==> config.mk <==
export PLATFORM = sky130hd
export DESIGN_NAME = ser_ctl_rx
export DESIGN_NICKNAME = d
export VERILOG_FILES = /design/src/rtl/ser_ctl_pkg.sv /design/src/rtl/ser_ctl_sync.sv /design/src/rtl/ser_ctl_shift.sv /design/src/rtl/ser_ctl_commit.sv /design/src/rtl/ser_ctl_rx.sv
export SDC_FILE = /design/constraint.sdc
export NUM_CORES = 1
export LEC_CHECK = 0
export CORE_UTILIZATION = 35
export CTS_CLUSTER_DIAMETER = 50
export DETAILED_ROUTE_END_ITERATION = 16
export DONT_BUFFER_PORTS = 1
export HOLD_SLACK_MARGIN = 0.06
export PLACE_DENSITY_LB_ADDON = 0.12
export SYNTH_ARGS = -nofsm -noshare
export SYNTH_HDL_FRONTEND = slang
export SYNTH_SLANG_ARGS = --single-unit
==> constraint.sdc <==
create_clock -name clk -period 1.9 [get_ports clk]
set_input_delay 0.38 -clock clk [delete_from_list [all_inputs] [get_ports clk]]
set_output_delay 0.38 -clock clk [all_outputs]
set_load 0.1 [all_outputs]
==> src/rtl/ser_ctl_pkg.sv <==
package ser_ctl_pkg;
  localparam int ADDR_W_D = 8;
  localparam int SW_N_D   = 4;
  localparam int VOL_W_D  = 6;
  localparam int TONE_W_D = 2;
  localparam int GP_N_D   = 2;
  localparam int TEST_N_D = 3;

  // Saturating bit counter step: stops at lim so an overlong frame stays overlong.
  function automatic int next_count(int cur, int lim);
    return (cur >= lim) ? lim : cur + 1;
  endfunction

  // Decides whether a finished frame may be committed.
  function automatic logic frame_accept(int count, int frame_bits,
                                        logic addr_hit, logic test_clear);
    return (count == frame_bits) && addr_hit && test_clear;
  endfunction
endpackage

==> src/rtl/ser_ctl_sync.sv <==
module ser_ctl_sync #(
  parameter int N      = 3,
  parameter int STAGES = 2
) (
  input  logic         clk,
  input  logic         rst_n,
  input  logic [N-1:0] d,
  output logic [N-1:0] q
);
  for (genvar i = 0; i < N; i++) begin : g_line
    logic [STAGES-1:0] ff;
    always_ff @(posedge clk or negedge rst_n) begin
      if (!rst_n) ff <= '0;
      else        ff <= {ff[STAGES-2:0], d[i]};
    end
    assign q[i] = ff[STAGES-1];
  end
endmodule

==> src/rtl/ser_ctl_shift.sv <==
module ser_ctl_shift #(
  parameter int ADDR_W = 8,
  parameter int DATA_W = 24
) (
  input  logic                                     clk,
  input  logic                                     rst_n,
  input  logic                                     ce_rise,
  input  logic                                     shift_en,
  input  logic                                     sdi,
  output logic [$clog2(ADDR_W+DATA_W+2)-1:0]       cnt,
  output logic [ADDR_W+DATA_W-2:0]                 frame
);
  localparam int FRAME_BITS = ADDR_W + DATA_W;
  localparam int SR_W       = FRAME_BITS - 1;   // the final spare bit is counted, not stored
  localparam int CNT_W      = $clog2(FRAME_BITS + 2);

  always_ff @(posedge clk or negedge rst_n) begin
    if (!rst_n) begin
      cnt   <= '0;
      frame <= '0;
    end else if (ce_rise) begin
      cnt <= '0;
    end else if (shift_en) begin
      cnt <= CNT_W'(ser_ctl_pkg::next_count(int'(cnt), FRAME_BITS + 1));
      if (int'(cnt) < SR_W) frame <= {sdi, frame[SR_W-1:1]};
    end
  end
endmodule

==> src/rtl/ser_ctl_commit.sv <==
module ser_ctl_commit #(
  parameter logic [7:0] DEV_ADDR = 8'hA5,
  parameter int ADDR_W = 8,
  parameter int SW_N   = 4,
  parameter int VOL_W  = 6,
  parameter int TONE_W = 2,
  parameter int GP_N   = 2,
  parameter int TEST_N = 3,
  parameter int DATA_W = 24,
  parameter int CNT_W  = 6
) (
  input  logic                       clk,
  input  logic                       rst_n,
  input  logic                       ce_fall,
  input  logic [CNT_W-1:0]           cnt,
  input  logic [ADDR_W+DATA_W-2:0]   frame,
  output logic [SW_N-1:0]            sw_en,
  output logic [VOL_W-1:0]           vol_l,
  output logic [VOL_W-1:0]           vol_r,
  output logic [TONE_W-1:0]          tone_sel,
  output logic [GP_N-1:0]            gp_out,
  output logic                       upd_stb
);
  localparam int FRAME_BITS = ADDR_W + DATA_W;
  localparam int SW_LO = ADDR_W;
  localparam int VL_LO = SW_LO + SW_N;
  localparam int VR_LO = VL_LO + VOL_W;
  localparam int TN_LO = VR_LO + VOL_W;
  localparam int GP_LO = TN_LO + TONE_W;
  localparam int TS_LO = GP_LO + GP_N;

  logic addr_hit, test_clear, accept;
  assign addr_hit   = (frame[ADDR_W-1:0] == DEV_ADDR[ADDR_W-1:0]);
  assign test_clear = (frame[TS_LO +: TEST_N] == '0);
  assign accept     = ce_fall &&
                      ser_ctl_pkg::frame_accept(int'(cnt), FRAME_BITS, addr_hit, test_clear);

  always_ff @(posedge clk or negedge rst_n) begin
    if (!rst_n) begin
      sw_en    <= '0;
      vol_l    <= '1;
      vol_r    <= '1;
      tone_sel <= '0;
      gp_out   <= '0;
      upd_stb  <= 1'b0;
    end else begin
      upd_stb <= accept;
      if (accept) begin
        sw_en    <= frame[SW_LO +: SW_N];
        vol_l    <= frame[VL_LO +: VOL_W];
        vol_r    <= frame[VR_LO +: VOL_W];
        tone_sel <= frame[TN_LO +: TONE_W];
        gp_out   <= frame[GP_LO +: GP_N];
      end
    end
  end
endmodule

==> src/rtl/ser_ctl_rx.sv <==
module ser_ctl_rx #(
  parameter logic [7:0] DEV_ADDR = 8'hA5,
  parameter int ADDR_W = ser_ctl_pkg::ADDR_W_D,
  parameter int SW_N   = ser_ctl_pkg::SW_N_D,
  parameter int VOL_W  = ser_ctl_pkg::VOL_W_D,
  parameter int TONE_W = ser_ctl_pkg::TONE_W_D,
  parameter int GP_N   = ser_ctl_pkg::GP_N_D,
  parameter int TEST_N = ser_ctl_pkg::TEST_N_D
) (
  input  logic              clk,
  input  logic              rst_n,
  input  logic              ctl_ce,
  input  logic              ctl_sclk,
  input  logic              ctl_sdi,
  output logic [SW_N-1:0]   sw_en,
  output logic [VOL_W-1:0]  vol_l,
  output logic [VOL_W-1:0]  vol_r,
  output logic [TONE_W-1:0] tone_sel,
  output logic [GP_N-1:0]   gp_out,
  output logic              upd_stb
);
  localparam int DATA_W     = SW_N + 2*VOL_W + TONE_W + GP_N + TEST_N + 1;
  localparam int FRAME_BITS = ADDR_W + DATA_W;
  localparam int CNT_W      = $clog2(FRAME_BITS + 2);
  localparam int TS_LO      = ADDR_W + SW_N + 2*VOL_W + TONE_W + GP_N;
  localparam int OUT_W      = SW_N + 2*VOL_W + TONE_W + GP_N;

  logic [2:0] sync_q;
  logic       ce_lvl, sclk_lvl, sdi_lvl;
  logic       ce_prev, sclk_prev;
  logic       ce_rise, ce_fall, sclk_rise, shift_en;
  logic [CNT_W-1:0]        bit_cnt;
  logic [FRAME_BITS-2:0]   frame_sr;
  logic [TEST_N-1:0]       test_field;

  ser_ctl_sync #(.N(3), .STAGES(2)) u_sync (
    .clk(clk), .rst_n(rst_n),
    .d({ctl_sdi, ctl_sclk, ctl_ce}), .q(sync_q)
  );
  assign ce_lvl   = sync_q[0];
  assign sclk_lvl = sync_q[1];
  assign sdi_lvl  = sync_q[2];

  always_ff @(posedge clk or negedge rst_n) begin
    if (!rst_n) begin
      ce_prev   <= 1'b0;
      sclk_prev <= 1'b0;
    end else begin
      ce_prev   <= ce_lvl;
      sclk_prev <= sclk_lvl;
    end
  end

  assign ce_rise   = ce_lvl & ~ce_prev;
  assign ce_fall   = ~ce_lvl & ce_prev;
  assign sclk_rise = sclk_lvl & ~sclk_prev;
  assign shift_en  = sclk_rise & ce_lvl;   // coincident CE fall leaves ce_lvl low

  ser_ctl_shift #(.ADDR_W(ADDR_W), .DATA_W(DATA_W)) u_shift (
    .clk(clk), .rst_n(rst_n), .ce_rise(ce_rise), .shift_en(shift_en),
    .sdi(sdi_lvl), .cnt(bit_cnt), .frame(frame_sr)
  );

  assign test_field = frame_sr[TS_LO +: TEST_N];

  ser_ctl_commit #(
    .DEV_ADDR(DEV_ADDR), .ADDR_W(ADDR_W), .SW_N(SW_N), .VOL_W(VOL_W),
    .TONE_W(TONE_W), .GP_N(GP_N), .TEST_N(TEST_N), .DATA_W(DATA_W), .CNT_W(CNT_W)
  ) u_commit (
    .clk(clk), .rst_n(rst_n), .ce_fall(ce_fall), .cnt(bit_cnt), .frame(frame_sr),
    .sw_en(sw_en), .vol_l(vol_l), .vol_r(vol_r), .tone_sel(tone_sel),
    .gp_out(gp_out), .upd_stb(upd_stb)
  );
endmodule

# Word-level counts from Yosys, hierarchy flattened
# Cells that the tools add are included.
# word_totals
register_bits	66
in_bits	5
out_inout_bits	21
word_cells	35
# classes
addsub	1
n_lt_le_gt_ge	2
n_eq_ne	2
n_mux	3
bitwise_logic	8
reduce_logical	6
# op_table
cell	count
$mux W6	3
$eq A8 B8 Y1 const B	1
$add A6 B1 Y6 const B	1
$eq A6 B6 Y1 const B	1
$ge A6 B6 Y1 const B	1
$lt A6 B5 Y1 const B	1
$and A1 B1 Y1	4
$not A1 Y1	4
$logic_and A1 B1 Y1	3
$logic_not A3 Y1	1
$reduce_and A3 Y1	1
$reduce_bool A2 Y1	1

# Longest topological paths before layout
# logic_depth
ltp_word	5
depth_mapped	7
mapped_depth_nobuf	6

# Modules after synthesis
# Synthesis repeated with hierarchy kept, for this count alone.
# hier_totals
cells_unflattened	172
hier_area_um2	2866.5
# by_module_without_submodules
mod	instances	cells_each	area_each_um2	seq_area_each_um2
ser_ctl_shift	1	106	1676.6	925.9
ser_ctl_commit	1	52	945.9	540.5
ser_ctl_sync	1	9	172.7	150.1
ser_ctl_rx	1	5	71.3	50.0

# Worst setup path before layout
# OpenSTA, ideal clock, no wires.
# synth_path
path_kind	reg-to-reg
startpoint	reg u_shift.cnt[0]
endpoint	reg u_commit.gp_out[0]
setup_ps	125
t_arrival_ps	1847
required_time_ps	1775
path_slack_ps	-72
path_stages_with_launch	8
n_path_buf	1
period_less_slack_ps	1972
cell_sequence	dfrtp_1 -> inv_1 -> ha_1 -> nand2_1 -> or4_4 -> nor4_4 -> buf_6 -> mux2_2
# synth_via
elab_chain_len	4
# synth_lines
item	line_no	text
start, declared	ser_ctl_shift.sv:10	output logic [$clog2(ADDR_W+DATA_W+2)-1:0] cnt,
start signal, assigned	ser_ctl_shift.sv:24	cnt <= CNT_W'(ser_ctl_pkg::next_count(int'(cnt), FRAME_BITS + 1));
$eq A6 B6 Y1	ser_ctl_pkg.sv:17	return (count == frame_bits) && addr_hit && test_clear;
$logic_and A1 B1 Y1 (2 in series)	ser_ctl_pkg.sv:17	
$logic_and A1 B1 Y1	ser_ctl_commit.sv:35	assign accept = ce_fall &&
end signal, assigned	ser_ctl_commit.sv:53	gp_out <= frame[GP_LO +: GP_N];
end, declared	ser_ctl_commit.sv:21	output logic [GP_N-1:0] gp_out,
# Every way passes these cells.
# A chain may end at the register's enable or synchronous reset.

# Worst setup path after layout
# layout_path
startpoint	reg u_shift.cnt[1]
endpoint	reg u_commit.sw_en[0]
# layout_via
elab_chain_len	4
# layout_lines
item	line_no	text
$eq A6 B6 Y1	ser_ctl_pkg.sv:17	
$logic_and A1 B1 Y1 (2 in series)	ser_ctl_pkg.sv:17	
$logic_and A1 B1 Y1	ser_ctl_commit.sv:35	
end signal, assigned	ser_ctl_commit.sv:49	sw_en <= frame[SW_LO +: SW_N];
end, declared	ser_ctl_commit.sv:17	output logic [SW_N-1:0] sw_en,
# Every way passes these cells.

==> flow_summary.ini <==
[status]
status = finished, violations left
violations = negative setup slack

[pwr]
max-vdd-ir-drop_mv = 0.5885
p_int_mw = 2.226
p_comb_frac = 0.063
leakagePower_nw = 1.529
pwr-share-seq = 0.522
p_clk_frac = 0.415
power_switching_mw = 0.6276
powerDensity_mw_per_mm2 = 854.1
switching_share = 0.2200

[cts]
cts_max_level = 3
cts_tree = done
cts_root_buf = clkbuf_8
clk_pin_slew_ps = 70
cts_sinks = 66
clk_latency_ps = 330
numCtsBuffers = 9
cts_buffer_depth = 2

[setup_path]
critPathMaxFanout = 8
cp.required_ps = 2120
cp-start-kind = flop
arrival_ps = 2240
worstSetupEndpointType = flop
criticalPathCategory = reg -> reg

[die]
pin_count = 26
die_w_microns = 87.98
rows = 30
start_util = 0.3706
die-area_sq_mm = 0.007740
die_h_microns = 87.98
design.core.area_sq_mm = 0.006982

[global_routing]
grt-ovfl-total = 0
grt_pass1_wl_microns = 7769
grt_usage = 0.1413
grt_max_degree = 67
grt_pass1_vias = 1557
antenna_found_initial = 0

[route]
drc = 0
dr.pass1.iters = 4
drtAntennaViolNets = 0
drtIter0Drc = 113
vias = 1495
routed_wirelength_microns = 5003
vias_per_cell = 4.934
avgRoutedWirePerCell_microns = 16.51

[layout]
final_nets = 211
drive_gt1_frac = 0.5459
syn_to_final_growth_pct = 29.11
final_area_sq_mm = 0.003341
n_antenna_cell = 0
layout_common_cells = dfrtp_1, mux2_2, mux2_4
final_common_cell = dfrtp_1

[synthesis]
ys_seq_elements = 66
synth_area_sq_mm = 0.002587
syn-num-nets = 176
synth_seq_area_share = 0.6441
synthCells = 167
syn_avg_cell_area_sq_um = 15.49
yosysWarningCount = 0
synth.distinct_cells = 28

[sta]
fmax_ghz = 0.4932
min_period_over_period = 1.067
setup-violations-final = 20
tightest_slew_ps = 935.1
whs_ps = 357.7
finClkSkew_ps = 7.756
slew_headroom = 0.3766
post-route-min-period_ps = 2027
worst_slack_ps = -127.4
rsz0062_at_grt = yes
slew_viol_final = 0
hold_viol = 0

[placement]
gp_congestion = 0.7773
placed_cell_area_sq_mm = 0.002790
portBuffers = 0
hpwl_microns = 2809

[min_path]
hold_path_class = reg -> reg

[job]
max_cap_viol_count = 0
==> final cells by class <==
type	count	area, sq um
Fill cell	630	3641
Clock inverter	4	50.05
Timing Repair Buffer	29	360.3
Inverter	8	30.03
Tap cell	96	120.1
Clock buffer	12	155.1
Sequential cell	66	1667
Multi-Input combinational cell	88	958.4
==> stage by stage <==
stage / utilization / TNS [ps] / setup WS, ps / power (mW) / cells
after global placement: 0.3996 / -1446 / -102.5 / 1.611 / 270
after global routing: 0.4785 / -3335 / -167.9 / 2.990 / 303
after floorplan: - / -887.9 / -72.49 / 1.580 / 167
after CTS: 0.4581 / -1979 / -139.3 / 2.849 / 297
final: 0.4785 / -2148 / -127.4 / 2.853 / 303
after detailed placement: 0.3996 / -2671 / -170.4 / 1.622 / 270
==> final timing paths <==
check                                                       from                          endpoint  slack, ps  cells past startpoint
worst max-delay path                  u_shift.cnt[1]$_DFFE_PN0P_     u_commit.sw_en[0]$_DFFE_PN0P_       -130                      8
worst min-delay path            u_sync.g_line[1].ff[0]$_DFF_PN0_  u_sync.g_line[1].ff[1]$_DFF_PN0_        360                      0
worst max register to register        u_shift.cnt[1]$_DFFE_PN0P_     u_commit.sw_en[0]$_DFFE_PN0P_       -130                      8
worst min register to register  u_sync.g_line[1].ff[0]$_DFF_PN0_  u_sync.g_line[1].ff[1]$_DFF_PN0_        360                      0
max in group asynchronous                                  rst_n     u_commit.vol_r[5]$_DFFE_PN1P_       1000                      2
min in group asynchronous                                  rst_n     u_commit.sw_en[1]$_DFFE_PN0P_        570                      2
==> flip-flops by register name, summed over array words and instances (netlist names) <==
register	count
ce_prev	1
u_commit.sw_en	4
u_commit.upd_stb	1
u_shift.cnt	6
sclk_prev	1
u_commit.vol_l	6
u_commit.gp_out	2
u_commit.vol_r	6
u_sync.g_line.ff	6
u_commit.tone_sel	2
u_shift.frame	31
==> power by group through the flow <==
stage / logic, mW / registers [mW] / clock network, mW
after floorplan: 0.0770 / 1.50 / 0
after global placement: 0.102 / 1.51 / 0
after detailed placement: 0.108 / 1.51 / 0
after CTS: 0.141 / 1.49 / 1.22
after global routing: 0.202 / 1.50 / 1.29
final: 0.181 / 1.49 / 1.18
==> Yosys cell counts, drive strengths merged <==
cell / count / area (sq um)
mux2: 51 / 574.3
dfrtp: 54 / 1351
buf: 5 / 37.53
inv: 8 / 30.03
nor3: 1 / 5.000
a31oi: 3 / 18.77
a21oi: 1 / 5.000
a21o: 1 / 7.510
ha: 4 / 50.05
or4: 1 / 11.26
nor2: 1 / 3.750
nand4bb: 2 / 22.52
o21a: 1 / 7.510
nor2b: 1 / 6.260
nand2: 3 / 11.26
nand2b: 1 / 6.260
a32o: 1 / 10.01
nand3: 3 / 15.01
nor4: 3 / 33.78
o22ai: 3 / 18.77
or3: 5 / 36.28
o21ai: 2 / 10.00
dfstp: 12 / 315.3
==> repair_timing <==
item                                    4_1_cts  5_1_grt
pin swaps                                     0        1
buffers inserted                              7        3
endpoints found under the hold margin        69       66
endpoints found under the setup margin       23       49
cloned                                        2        2
gates resized for setup                      16       13
hold buffers                                  3        2
==> logic make-up after synthesis <==
family / share of synthesized area
flip-flops: 0.6441
multiplexers: 0.2220
AND/OR/NAND/NOR: 0.05850
buffers and inverters: 0.02611
AO/OA/AOI/OAI: 0.02998
adder cells (fa/ha/maj): 0.01934
==> critical path: stages, from the launching register on <==
cell     delay, ps
dfrtp_1        390
inv_2           90
ha_4           130
nand2_2         40
or4_4          500
nor4_4         150
buf_6          170
buf_12         140
mux2_4         300
==> metal layers <==
| layer | track usage | share of wire | vias up |
|---|---|---|---|
| met2 | 0.2382 | 0.51 | 35 |
| met1 | 0.1546 | 0.43 | 786 |
| met4 | 0.04024 | 0.0084 | 0 |
| met5 | 0 | 0 | - |
| li1 | - | - | 668 |
| met3 | 0.07540 | 0.051 | 6 |
No activity file was read; power rests on OpenSTA's default activity.
